## config.mk

```make
export PLATFORM = sky130hd
export DESIGN_NAME = lkbo_spin_acquirer
export DESIGN_NICKNAME = d
export VERILOG_FILES = /design/src/rtl/lkbo_pkg.sv /design/src/rtl/lkbo_delay_reg.sv /design/src/rtl/lkbo_wait_timer.sv /design/src/rtl/lkbo_spin_acquirer.sv
export SDC_FILE = /design/constraint.sdc
export NUM_CORES = 1
export LEC_CHECK = 0
export ABC_AREA = 1
export ABC_CLOCK_PERIOD_IN_PS = 2600
export CORE_MARGIN = 2
export CORE_UTILIZATION = 53
export DETAILED_ROUTE_END_ITERATION = 10
export HOLD_SLACK_MARGIN = 0.06
export PLACE_DENSITY = 0.89
export SYNTH_ARGS = -nofsm -noshare
export SYNTH_HDL_FRONTEND = slang
export SYNTH_HIERARCHICAL = 1
export SYNTH_SLANG_ARGS = --single-unit
```

## constraint.sdc

```tcl
create_clock -name clk -period 2.6 [get_ports clk]
set_input_delay 0.26 -clock clk [delete_from_list [all_inputs] [get_ports clk]]
set_output_delay 0.26 -clock clk [all_outputs]
set_load 0.01 [all_outputs]
```

## src/rtl/lkbo_pkg.sv

```systemverilog
package lkbo_pkg;
  typedef enum logic [1:0] {
    CMD_READ  = 2'd0,
    CMD_TAS   = 2'd1,
    CMD_WRITE = 2'd2
  } lk_cmd_e;

  typedef enum logic [2:0] {
    ST_IDLE,
    ST_RD,
    ST_TAS,
    ST_BACK,
    ST_HELD,
    ST_WR
  } lk_state_e;
endpackage

```

## src/rtl/lkbo_delay_reg.sv

```systemverilog
module lkbo_delay_reg #(
  parameter int BASE_DELAY   = 4,
  parameter int GROWTH_SHIFT = 1,
  parameter int MAX_DELAY    = 64,
  parameter int W            = 7
) (
  input  logic         clk,
  input  logic         rst,
  input  logic         restart,
  input  logic         grow,
  output logic [W-1:0] delay_o
);
  localparam int LIMIT = MAX_DELAY >> GROWTH_SHIFT;

  logic [W-1:0] dly_q;
  logic [W-1:0] dly_next;

  generate
    if (GROWTH_SHIFT == 0) begin : g_const
      assign dly_next = dly_q;
    end else begin : g_geom
      always_comb begin
        if (dly_q > W'(LIMIT)) dly_next = W'(MAX_DELAY);
        else                   dly_next = dly_q << GROWTH_SHIFT;
      end
    end
  endgenerate

  always_ff @(posedge clk) begin
    if (rst || restart) dly_q <= W'(BASE_DELAY);
    else if (grow)      dly_q <= dly_next;
  end

  assign delay_o = dly_q;
endmodule

```

## src/rtl/lkbo_wait_timer.sv

```systemverilog
module lkbo_wait_timer #(
  parameter int W = 7
) (
  input  logic         clk,
  input  logic         rst,
  input  logic         load,
  input  logic [W-1:0] load_val,
  output logic         done
);
  logic [W-1:0] cnt_q;

  always_ff @(posedge clk) begin
    if (rst)                cnt_q <= '0;
    else if (load)          cnt_q <= load_val;
    else if (cnt_q != '0)   cnt_q <= cnt_q - W'(1);
  end

  assign done = (cnt_q == W'(1));
endmodule

```

## src/rtl/lkbo_spin_acquirer.sv

```systemverilog
module lkbo_spin_acquirer #(
  parameter int DATA_W       = 8,
  parameter int BASE_DELAY   = 4,
  parameter int GROWTH_SHIFT = 1,
  parameter int MAX_DELAY    = 64
) (
  input  logic              clk,
  input  logic              rst,
  input  logic              tts_mode,
  input  logic              acq_req,
  input  logic              rel_req,
  output logic              grant,
  output logic              rel_err,
  output logic              mem_req_valid,
  output logic [1:0]        mem_req_cmd,
  input  logic              mem_rsp_valid,
  input  logic [DATA_W-1:0] mem_rsp_data
);
  import lkbo_pkg::*;

  localparam int DLY_W = $clog2(MAX_DELAY + 1);

  lk_state_e        state_q;
  logic [DLY_W-1:0] cur_delay;
  logic             tas_ok, tas_fail, wait_done, lock_free;

  assign lock_free = (mem_rsp_data == '0);
  assign tas_ok    = (state_q == ST_TAS) && mem_rsp_valid && lock_free;
  assign tas_fail  = (state_q == ST_TAS) && mem_rsp_valid && !lock_free;

  lkbo_delay_reg #(
    .BASE_DELAY(BASE_DELAY), .GROWTH_SHIFT(GROWTH_SHIFT),
    .MAX_DELAY(MAX_DELAY), .W(DLY_W)
  ) i_delay (
    .clk(clk), .rst(rst), .restart(tas_ok), .grow(tas_fail), .delay_o(cur_delay)
  );

  lkbo_wait_timer #(.W(DLY_W)) i_timer (
    .clk(clk), .rst(rst), .load(tas_fail), .load_val(cur_delay), .done(wait_done)
  );

  always_ff @(posedge clk) begin
    if (rst) begin
      state_q       <= ST_IDLE;
      grant         <= 1'b0;
      rel_err       <= 1'b0;
      mem_req_valid <= 1'b0;
      mem_req_cmd   <= CMD_READ;
    end else begin
      mem_req_valid <= 1'b0;
      rel_err       <= rel_req && (state_q != ST_HELD);
      case (state_q)
        ST_IDLE: if (acq_req) begin
          mem_req_valid <= 1'b1;
          mem_req_cmd   <= tts_mode ? CMD_READ : CMD_TAS;
          state_q       <= tts_mode ? ST_RD : ST_TAS;
        end
        ST_RD: if (mem_rsp_valid) begin
          mem_req_valid <= 1'b1;
          mem_req_cmd   <= lock_free ? CMD_TAS : CMD_READ;
          if (lock_free) state_q <= ST_TAS;
        end
        ST_TAS: if (mem_rsp_valid) begin
          if (lock_free) begin
            grant   <= 1'b1;
            state_q <= ST_HELD;
          end else begin
            state_q <= ST_BACK;
          end
        end
        ST_BACK: if (wait_done) begin
          mem_req_valid <= 1'b1;
          mem_req_cmd   <= tts_mode ? CMD_READ : CMD_TAS;
          state_q       <= tts_mode ? ST_RD : ST_TAS;
        end
        ST_HELD: if (rel_req) begin
          grant         <= 1'b0;
          mem_req_valid <= 1'b1;
          mem_req_cmd   <= CMD_WRITE;
          state_q       <= ST_WR;
        end
        ST_WR: if (mem_rsp_valid) state_q <= ST_IDLE;
        default: state_q <= ST_IDLE;
      endcase
    end
  end
endmodule

```

==> Implementation_results.wiki, run 1 <==
{| class="wikitable"
! Metric !! Value
|-
| Status || finished, final reports clean
|-
| Routability Congestion || 0.905
|-
| Pin count of the biggest net entering global routing || 13
|-
| Distinct cells, synth || 27
|-
| Filler-free cell count of the finished design || 243
|-
| Final period util || 71.6%
|-
| Number of hold buffers added after cts || 0
|-
| Number of warnings issued by yosys || 6
|-
| Crit path capture type || flop
|-
| Number of antenna violations at the first check in global routing || 0
|-
| Buffer cell driving the clock tree root || sky130_fd_sc_hd__clkbuf_4
|-
| Number of maximum-capacitance violations || 0
|-
| Data required, critical path || 2.84 ns
|-
| Post-route ant nets || 0
|-
| Synth top area cells || sky130_fd_sc_hd__dfxtp_1, sky130_fd_sc_hd__nand2_1, sky130_fd_sc_hd__nor2_1, sky130_fd_sc_hd__inv_1, sky130_fd_sc_hd__a21oi_1
|-
| Final setup violation count || 0
|-
| Total length of routed wires || 2450 µm
|-
| Starting density of the core || 56.1%
|-
| #FFs+latches synth || 20
|-
| Reported leakage power || 0.728 nW
|-
| Vias per Instance || 4.79
|-
| Sum of negative setup slack || 0 ns
|-
| Portion of the post-synthesis area used by sequential elements || 32.0%
|-
| Setup repair after global routing missed its margin || false
|-
| Final standard cell utilization of the core || 67.7%
|-
| Cell area after synthesis || 0.00125 mm²
|-
| Overall overflow remaining after global route || 0
|-
| Count of pins over their slew limit || 0
|-
| Count of buffers added by post-CTS timing repair for setup || 0
|-
| Area enclosed by the die boundary || 0.00277 mm²
|-
| Final worst path period need || 1.86 ns
|-
| Footprint of the multi-input gates || 728 µm²
|-
| Register area || 400 µm²
|-
| Number of cells on the worst reg-to-reg path || 9
|-
| Post-detailed-route DRC marker count || 0
|-
| PD cells || 1070 mW/mm²
|-
| Post-DP HPWL || 1890 µm
|-
| Die X-Extent || 52.6 µm
|-
| Clock latency reported for the late side of the worst-skew pair || 0.31 ns
|-
| Synthesis-to-layout area growth || 20.8%
|-
| Fin Clk Skew || 0.0117 ns
|-
| Worst Path Max Fanout || 10
|-
| CTS tree || done
|-
| Dominant cell type by area after synthesis || sky130_fd_sc_hd__dfxtp_1
|-
| Die extent in y || 52.6 µm
|-
| Worst Hold Depth || 2
|-
| F_max || 537 MHz
|-
| Proportion of netlist area held by the largest area contributor || 32.0%
|-
| Share of post-route cells with drive strength above 1 || 14.0%
|-
| Post-synthesis area per instance || 6.46 µm²
|-
| Number of global-route vias before repair || 1100
|-
| Total of cells resized after clock tree synthesis || 0
|-
| Most frequent cells in the layout || sky130_fd_sc_hd__nand2_1, sky130_fd_sc_hd__nor2_1, sky130_fd_sc_hd__inv_1, sky130_fd_sc_hd__dfxtp_1, sky130_fd_sc_hd__clkdlybuf4s50_1
|-
| Max rail drop VDD || 0.614 mV
|-
| HP Class || flop to flop
|-
| Number of hold violations in the final report || 0
|-
| Total placed cells including tap cells || 239
|-
| Antenna Diode Count || 0
|-
| Global-route usage over all layers || 22.0%
|-
| Critical path class || flop to flop
|-
| I/O pin total || 19
|-
| Number of buffers added by the clock tree synthesis step || 3
|-
| Instance count of the mapped netlist || 194
|-
| Post-detailed-route wirelength per cell || 10.1 µm
|-
| Deepest level of the CTS H-tree || 1
|-
| # rows || 17
|-
| Via count || 1163
|-
| TritonCTS Sinks || 20
|-
| Core footprint || 0.00223 mm²
|-
| Signal arrival time at the worst endpoint || 2.10 ns
|-
| Clock-pin slew reported for the worst setup and hold paths after clock tree synthesis || 0.12 ns
|-
| First-pass GRT wire length || 4510 µm
|-
| Fill cells || 195
|-
| Crit path launch type || flop
|-
| Number of design-rule violations left by the first detailed-router iteration || 31
|-
| Number of detailed-routing iterations run before antenna repair || 4
|-
| Most common cell after layout, fill and taps aside || sky130_fd_sc_hd__nand2_1
|-
| Number of port buffers || 18
|-
| Final Net Count || 233
|-
| Buffers from clock root to sink, at most || 2
|}
## cell type report
class | count | area share, %
Clock buffer | 3 | 1.49
Clock inverter | 1 | 1.99
Inverter | 28 | 7.20
Multi-Input combinational cell | 144 | 48.1
Sequential cell | 20 | 26.5
Tap cell | 28 | 2.32
Timing Repair Buffer | 19 | 12.4
## critical path: stages, from the launching register on
cell and delay [ns]:
sky130_fd_sc_hd__dfxtp_1 0.45, sky130_fd_sc_hd__inv_2 0.08, sky130_fd_sc_hd__nor3_1 0.25, sky130_fd_sc_hd__o21ai_0 0.22
sky130_fd_sc_hd__nor2_1 0.25, sky130_fd_sc_hd__buf_4 0.22, sky130_fd_sc_hd__inv_2 0.06, sky130_fd_sc_hd__nand2_1 0.05
sky130_fd_sc_hd__nand2_1 0.06, sky130_fd_sc_hd__a21oi_1 0.15
## synthesized netlist by cell type (all sizes together)
| library cell | n |
|---|---|
| nand2 | 54 |
| nor2 | 36 |
| inv | 27 |
| dfxtp | 20 |
| a21oi | 15 |
| nand3 | 15 |
| o21ai | 9 |
| buf | 3 |
| ha | 3 |
| or2 | 3 |
| nand4 | 2 |
| nor3 | 2 |
| xor2 | 2 |
| clkinv | 1 |
| conb | 1 |
| o211ai | 1 |
## cell families (layout without fill, tap and decap cells)
family	count (synthesis)	in the layout	share of synthesized area, %
adder cells (fa/ha/maj)	3	3	3.00
XOR/XNOR	2	2	1.40
flip-flops	20	20	32.0
other	1	2	0.299
AND/OR/NAND/NOR	112	112	42.1
buffers and inverters	31	51	10.2
AO/OA/AOI/OAI	25	25	11.1
## per-layer routing
metal	global-route usage, %	share of wire [%]	vias up
li1	-	-	649
met1	29.7	49	480
met2	34.0	44	28
met3	2.29	4.8	6
met4	12.4	2.6	0
met5	0	0	-
## worst paths after layout
kind	end	from	slack (ns)
worst max-delay path	i_delay/delay_o[4]	state_q[1]	0.74
worst min-delay path	mem_req_cmd[1]	mem_req_cmd[1]	0.47
worst max register to register	i_delay/delay_o[4]	state_q[1]	0.74
worst min register to register	mem_req_cmd[1]	mem_req_cmd[1]	0.47
## registers in the layout, summed over array words and instances, names as in the netlist
name,count
mem_req_valid,1
i_delay/delay_o,5
rel_err,1
grant,1
i_timer/cnt_q,7
state_q,3
mem_req_cmd,2
## stage by stage
step | setup slack (ns) | instance area [µm²] | total power, mW | hold WS, ns
3_5_place_dp | 0.608 | 1460 | 1.36 | 0.455
2_1_floorplan | 0.749 | 1260 | 1.18 | 0.356
6_report | 0.739 | 1510 | 1.62 | 0.468
4_1_cts | 0.739 | 1510 | 1.62 | 0.473
3_3_place_gp | 0.664 | 1460 | 1.35 | 0.451
5_1_grt | 0.506 | 1510 | 1.78 | 0.508
## power breakdown
part           switching, mW  internal (mW)  total, mW
registers             0.0840          0.395      0.479
logic                  0.543          0.344      0.887
clock network         0.0972          0.156      0.253
No activity file was read; power rests on OpenSTA's default activity.
==> inputs of run 2 (changes only) <==
--- a/config.mk
+++ b/config.mk
@@ -6,12 +6,12 @@
 export NUM_CORES = 1
 export LEC_CHECK = 0
 export ABC_AREA = 1
-export ABC_CLOCK_PERIOD_IN_PS = 2600
+export ABC_CLOCK_PERIOD_IN_PS = 1500
 export CORE_MARGIN = 2
-export CORE_UTILIZATION = 53
+export CORE_UTILIZATION = 48
 export DETAILED_ROUTE_END_ITERATION = 10
 export HOLD_SLACK_MARGIN = 0.06
-export PLACE_DENSITY = 0.89
+export PLACE_DENSITY = 0.85
 export SYNTH_ARGS = -nofsm -noshare
 export SYNTH_HDL_FRONTEND = slang
 export SYNTH_HIERARCHICAL = 1
==> constraint.sdc (replaced) <==
create_clock -name clk -period 1.5 [get_ports clk]
set_input_delay 0.15 -clock clk [delete_from_list [all_inputs] [get_ports clk]]
set_output_delay 0.15 -clock clk [all_outputs]
set_load 0.01 [all_outputs]
==> run 2 against run 1 <==
Flip-flop and latch count is the same. Combinational power grew 93%. Global-route usage shrank 2.3 points. Setup slack lost 0.62 ns. Critical path type unchanged. Critical endpoint is now i_timer/cnt_q[0]. Largest cell class unchanged. Largest power group unchanged.
==> Implementation_results.wiki, run 2 (synthesis gave the netlist of run 1 again) <==
{| class="wikitable"
! Metric !! Value
|-
| Clock-pin slew reported for the worst setup and hold paths after clock tree synthesis || 0.11 ns (was 0.12 ns)
|-
| Proportion of power drawn by combinational gates || 60.2% (was 54.8%)
|-
| Die X-Extent || 55.1 µm (was 52.6 µm)
|-
| Data required, critical path || 1.71 ns (was 2.84 ns)
|-
| Sum of negative setup slack || 0 ns (unchanged)
|-
| Routability Congestion || 0.866 (was 0.905)
|-
| Most common cell after layout, fill and taps aside || sky130_fd_sc_hd__nand2_1 (unchanged)
|-
| Worst path bufs/invs || 2 (was 3)
|-
| Number of maximum-capacitance violations || 0 (unchanged)
|-
| Max rail drop VDD || 1.33 mV (was 0.614 mV)
|-
| Final Net Count || 242 (was 233)
|-
| Buffers from clock root to sink, at most || 2 (unchanged)
|-
| Signal arrival time at the worst endpoint || 1.60 ns (was 2.10 ns)
|-
| Filler-free cell count of the finished design || 254 (was 243)
|-
| Area after DPL || 0.00155 mm² (was 0.00146 mm²)
|-
| Worst Hold Depth || 3 (was 2)
|-
| Overall overflow remaining after global route || 0 (unchanged)
|-
| Max reg flops || 7 (unchanged)
|-
| Crit path cell chain || nor3_4 > o21ai_2 > nor2_4 > inv_4 > nand2_4 > nor2_4 > nand2_4 > clkinv_2 > nor2_1 > nor2_1 (was inv_2 > nor3_1 > o21ai_0 > nor2_1 > buf_4 > inv_2 > nand2_1 > nand2_1 > a21oi_1)
|-
| Crit path capture type || flop (unchanged)
|-
| Status || finished, final reports clean (unchanged)
|-
| Number of buffers added by the clock tree synthesis step || 3 (unchanged)
|-
| Worst hold path startpoint || rel_req (was mem_req_cmd[1])
|-
| Register share of total power || 28.5% (was 29.6%)
|-
| Delay-heaviest family, CP || simple AND/OR/NAND/NOR gates (unchanged)
|-
| Number of detailed-routing iterations run before antenna repair || 4 (unchanged)
|-
| Setup repair after global routing missed its margin || true (was false)
|-
| Number of hold violations in the final report || 0 (unchanged)
|-
| CTS tree || done (unchanged)
|-
| Final worst path period need || 1.38 ns (was 1.86 ns)
|-
| Post-place setup slack || -0.188 ns (was 0.608 ns)
|-
| Destination of the worst hold path || mem_req_cmd[1] (unchanged)
|-
| Endpoint of the worst-slack reg-to-reg timing path || i_timer/cnt_q[0] (was i_delay/delay_o[4])
|-
| Die extent in y || 55.1 µm (was 52.6 µm)
|-
| Number of port buffers || 18 (unchanged)
|-
| Count of pins over their slew limit || 0 (unchanged)
|-
| Number of global-route vias before repair || 1054 (was 1100)
|-
| Most frequent cells in the layout || sky130_fd_sc_hd__nand2_1, sky130_fd_sc_hd__nor2_1, sky130_fd_sc_hd__inv_1, sky130_fd_sc_hd__dfxtp_1, sky130_fd_sc_hd__clkdlybuf4s50_1 (unchanged)
|-
| Clock latency reported for the late side of the worst-skew pair || 0.31 ns (about the same)
|-
| Sum of internal, switching and leakage power || 2.84 mW (was 1.62 mW)
|-
| Area enclosed by the die boundary || 0.00303 mm² (was 0.00277 mm²)
|-
| Via count || 1244 (was 1163)
|-
| Number of design-rule violations left by the first detailed-router iteration || 24 (was 31)
|-
| First-pass GRT wire length || 4330 µm (was 4510 µm)
|-
| Buffer cell driving the clock tree root || sky130_fd_sc_hd__clkbuf_4 (unchanged)
|-
| Worst Path Max Fanout || 8 (was 10)
|-
| PD cells || 1780 mW/mm² (was 1070 mW/mm²)
|-
| I/O pin total || 19 (unchanged)
|-
| Post-route ant nets || 0 (unchanged)
|-
| TritonCTS Sinks || 20 (unchanged)
|-
| Final std cell area, no fill || 0.00159 mm² (was 0.00151 mm²)
|-
| Number of antenna violations at the first check in global routing || 0 (unchanged)
|-
| NetSw || 1.31 mW (was 724 µW)
|-
| HP Class || primary input to flop (was flop to flop)
|-
| Part of the total power dissipated in the clock network || 11.3% (was 15.6%)
|-
| Switch share || 46.1% (was 44.7%)
|-
| Number of cells on the worst reg-to-reg path || 10 (was 9)
|-
| Global-route usage over all layers || 19.8% (was 22.0%)
|-
| Total placed cells including tap cells || 250 (was 239)
|-
| Synthesis-to-layout area growth || 27.2% (was 20.8%)
|-
| Starting density of the core || 50.6% (was 56.1%)
|-
| Worst-case setup margin in the final layout || 0.117 ns (was 0.739 ns)
|-
| Top reg by flops || i_timer/cnt_q (unchanged)
|-
| Design internal power || 1.53 mW (was 895 µW)
|-
| Standard cell with the maximum stage delay on the critical path || sky130_fd_sc_hd__dfxtp_1 (unchanged)
|-
| Register-to-register path setup slack || 0.12 ns (was 0.74 ns)
|-
| Critical path class || flop to flop (unchanged)
|-
| Deepest level of the CTS H-tree || 1 (unchanged)
|-
| Antenna Diode Count || 0 (unchanged)
|-
| CP peak stage delay || 0.36 ns (was 0.45 ns)
|-
| Final setup violation count || 0 (unchanged)
|-
| # rows || 18 (was 17)
|-
| Vias per Instance || 4.90 (was 4.79)
|-
| Crit path launch type || flop (unchanged)
|-
| Reported leakage power || 0.764 nW (was 0.728 nW)
|-
| Post-detailed-route wirelength per cell || 10.6 µm (was 10.1 µm)
|-
| F_max || 723 MHz (was 537 MHz)
|-
| Total length of routed wires || 2690 µm (was 2450 µm)
|-
| Post-DP HPWL || 2110 µm (was 1890 µm)
|-
| Final period util || 92.2% (was 71.6%)
|-
| Pin count of the biggest net entering global routing || 12 (was 13)
|-
| Post-detailed-route DRC marker count || 0 (unchanged)
|-
| Share of post-route cells with drive strength above 1 || 20.1% (was 14.0%)
|-
| Startpoint of the lowest-slack register-to-register path || state_q[0] (was state_q[1])
|-
| Fin Clk Skew || 0.00190 ns (was 0.0117 ns)
|-
| Core footprint || 0.00248 mm² (was 0.00223 mm²)
|}
[run 2: changes by cell type in the layout (fill, tap and decap cells not counted)]
cell | previous run | this run
sky130_fd_sc_hd__buf_4 | 1 | 10
sky130_fd_sc_hd__bufinv_16 | 1 | 0
sky130_fd_sc_hd__clkbuf_8 | 0 | 1
sky130_fd_sc_hd__dfxtp_1 | 20 | 19
sky130_fd_sc_hd__dfxtp_2 | 0 | 1
sky130_fd_sc_hd__inv_1 | 21 | 20
sky130_fd_sc_hd__inv_2 | 5 | 6
sky130_fd_sc_hd__nor2_1 | 26 | 24
sky130_fd_sc_hd__nor2_2 | 6 | 7
sky130_fd_sc_hd__nor2_4 | 4 | 5
sky130_fd_sc_hd__nor3_1 | 2 | 1
sky130_fd_sc_hd__nor3_4 | 0 | 1
sky130_fd_sc_hd__o21ai_0 | 5 | 4
sky130_fd_sc_hd__o21ai_2 | 1 | 2
[run 2: metrics by stage]
| stage | utilization [%] | hold WS, ns |
|---|---|---|
| 5_1_grt | 64.3 | 0.443 |
| 6_report | 64.3 | 0.429 |
| 2_1_floorplan | - | 0.246 |
| 4_1_cts | 63.9 | 0.426 |
| 3_3_place_gp | 62.5 | 0.453 |
| 3_5_place_dp | 62.5 | 0.453 |
[run 2: area by class of cell]
cell class / count / area, µm²
multi-input combinational: 144 / 753
clock buffer: 4 / 36.3
tap: 30 / 37.5
sequential: 20 / 402
fill: 223 / 885
timing repair buffer: 28 / 255
inverter: 28 / 109
[run 2: worst max path at each step]
stage | startpoint | end | slack, ns | cells after the start
floorplan | state_q[0] | i_timer/cnt_q[1] | 0.02 | 10
global placement | mem_rsp_data[5] | i_timer/cnt_q[0] | -0.15 | 11
detailed placement | mem_rsp_data[5] | i_timer/cnt_q[0] | -0.19 | 11
CTS | i_timer/cnt_q[1] | mem_req_cmd[0] | 0.07 | 11
global route | state_q[1] | i_timer/cnt_q[1] | -0.009 | 8
finish | state_q[0] | i_timer/cnt_q[0] | 0.12 | 10
[run 2: power by group through the flow]
stage | Sequential, mW | Clock (mW) | Combinational (mW)
global placement | 0.812 | 0 | 1.65
CTS | 0.802 | 0.326 | 1.70
detailed placement | 0.814 | 0 | 1.68
floorplan | 0.827 | 0 | 1.24
finish | 0.810 | 0.319 | 1.71
global route | 0.831 | 0.335 | 1.95
[run 2: routing by layer]
layer | vias to the layer above | share of wire (%) | wire, µm | global-route usage [%]
met5 | - | 0 | 0 | 0
met4 | 0 | 1.2 | 32 | 6.10
met3 | 4 | 3.5 | 94 | 2.42
met2 | 24 | 48 | 1300 | 34.3
met1 | 556 | 47 | 1260 | 25.4
li1 | 660 | - | - | -
[run 2: what timing repair did]
action | 4_1_cts | 5_1_grt
setup endpoints to repair | 0 | 6
gates resized for setup | 0 | 3
hold buffers | 0 | 0
buffers inserted | 0 | 0
[run 2: worst register-to-register path: stages (launching register included)]
cell	delay, ns
sky130_fd_sc_hd__dfxtp_1	0.36
sky130_fd_sc_hd__nor3_4	0.23
sky130_fd_sc_hd__o21ai_2	0.11
sky130_fd_sc_hd__nor2_4	0.15
sky130_fd_sc_hd__inv_4	0.06
sky130_fd_sc_hd__nand2_4	0.06
sky130_fd_sc_hd__nor2_4	0.04
sky130_fd_sc_hd__nand2_4	0.09
sky130_fd_sc_hd__clkinv_2	0.06
sky130_fd_sc_hd__nor2_1	0.09
sky130_fd_sc_hd__nor2_1	0.05
==> inputs of run 3 (changes only) <==
==> constraint.sdc (replaced) <==
create_clock -name clk -period 1.5 [get_ports clk]
set_input_delay 0.15 -clock clk [delete_from_list [all_inputs] [get_ports clk]]
set_output_delay 0.15 -clock clk [all_outputs]
set_load 0.005 [all_outputs]
==> results of run 3 <==
The final DEF is identical to that of run 2. Status: finished, final reports clean.
Main changes from that run: total power 2.84 mW -> 2.83 mW
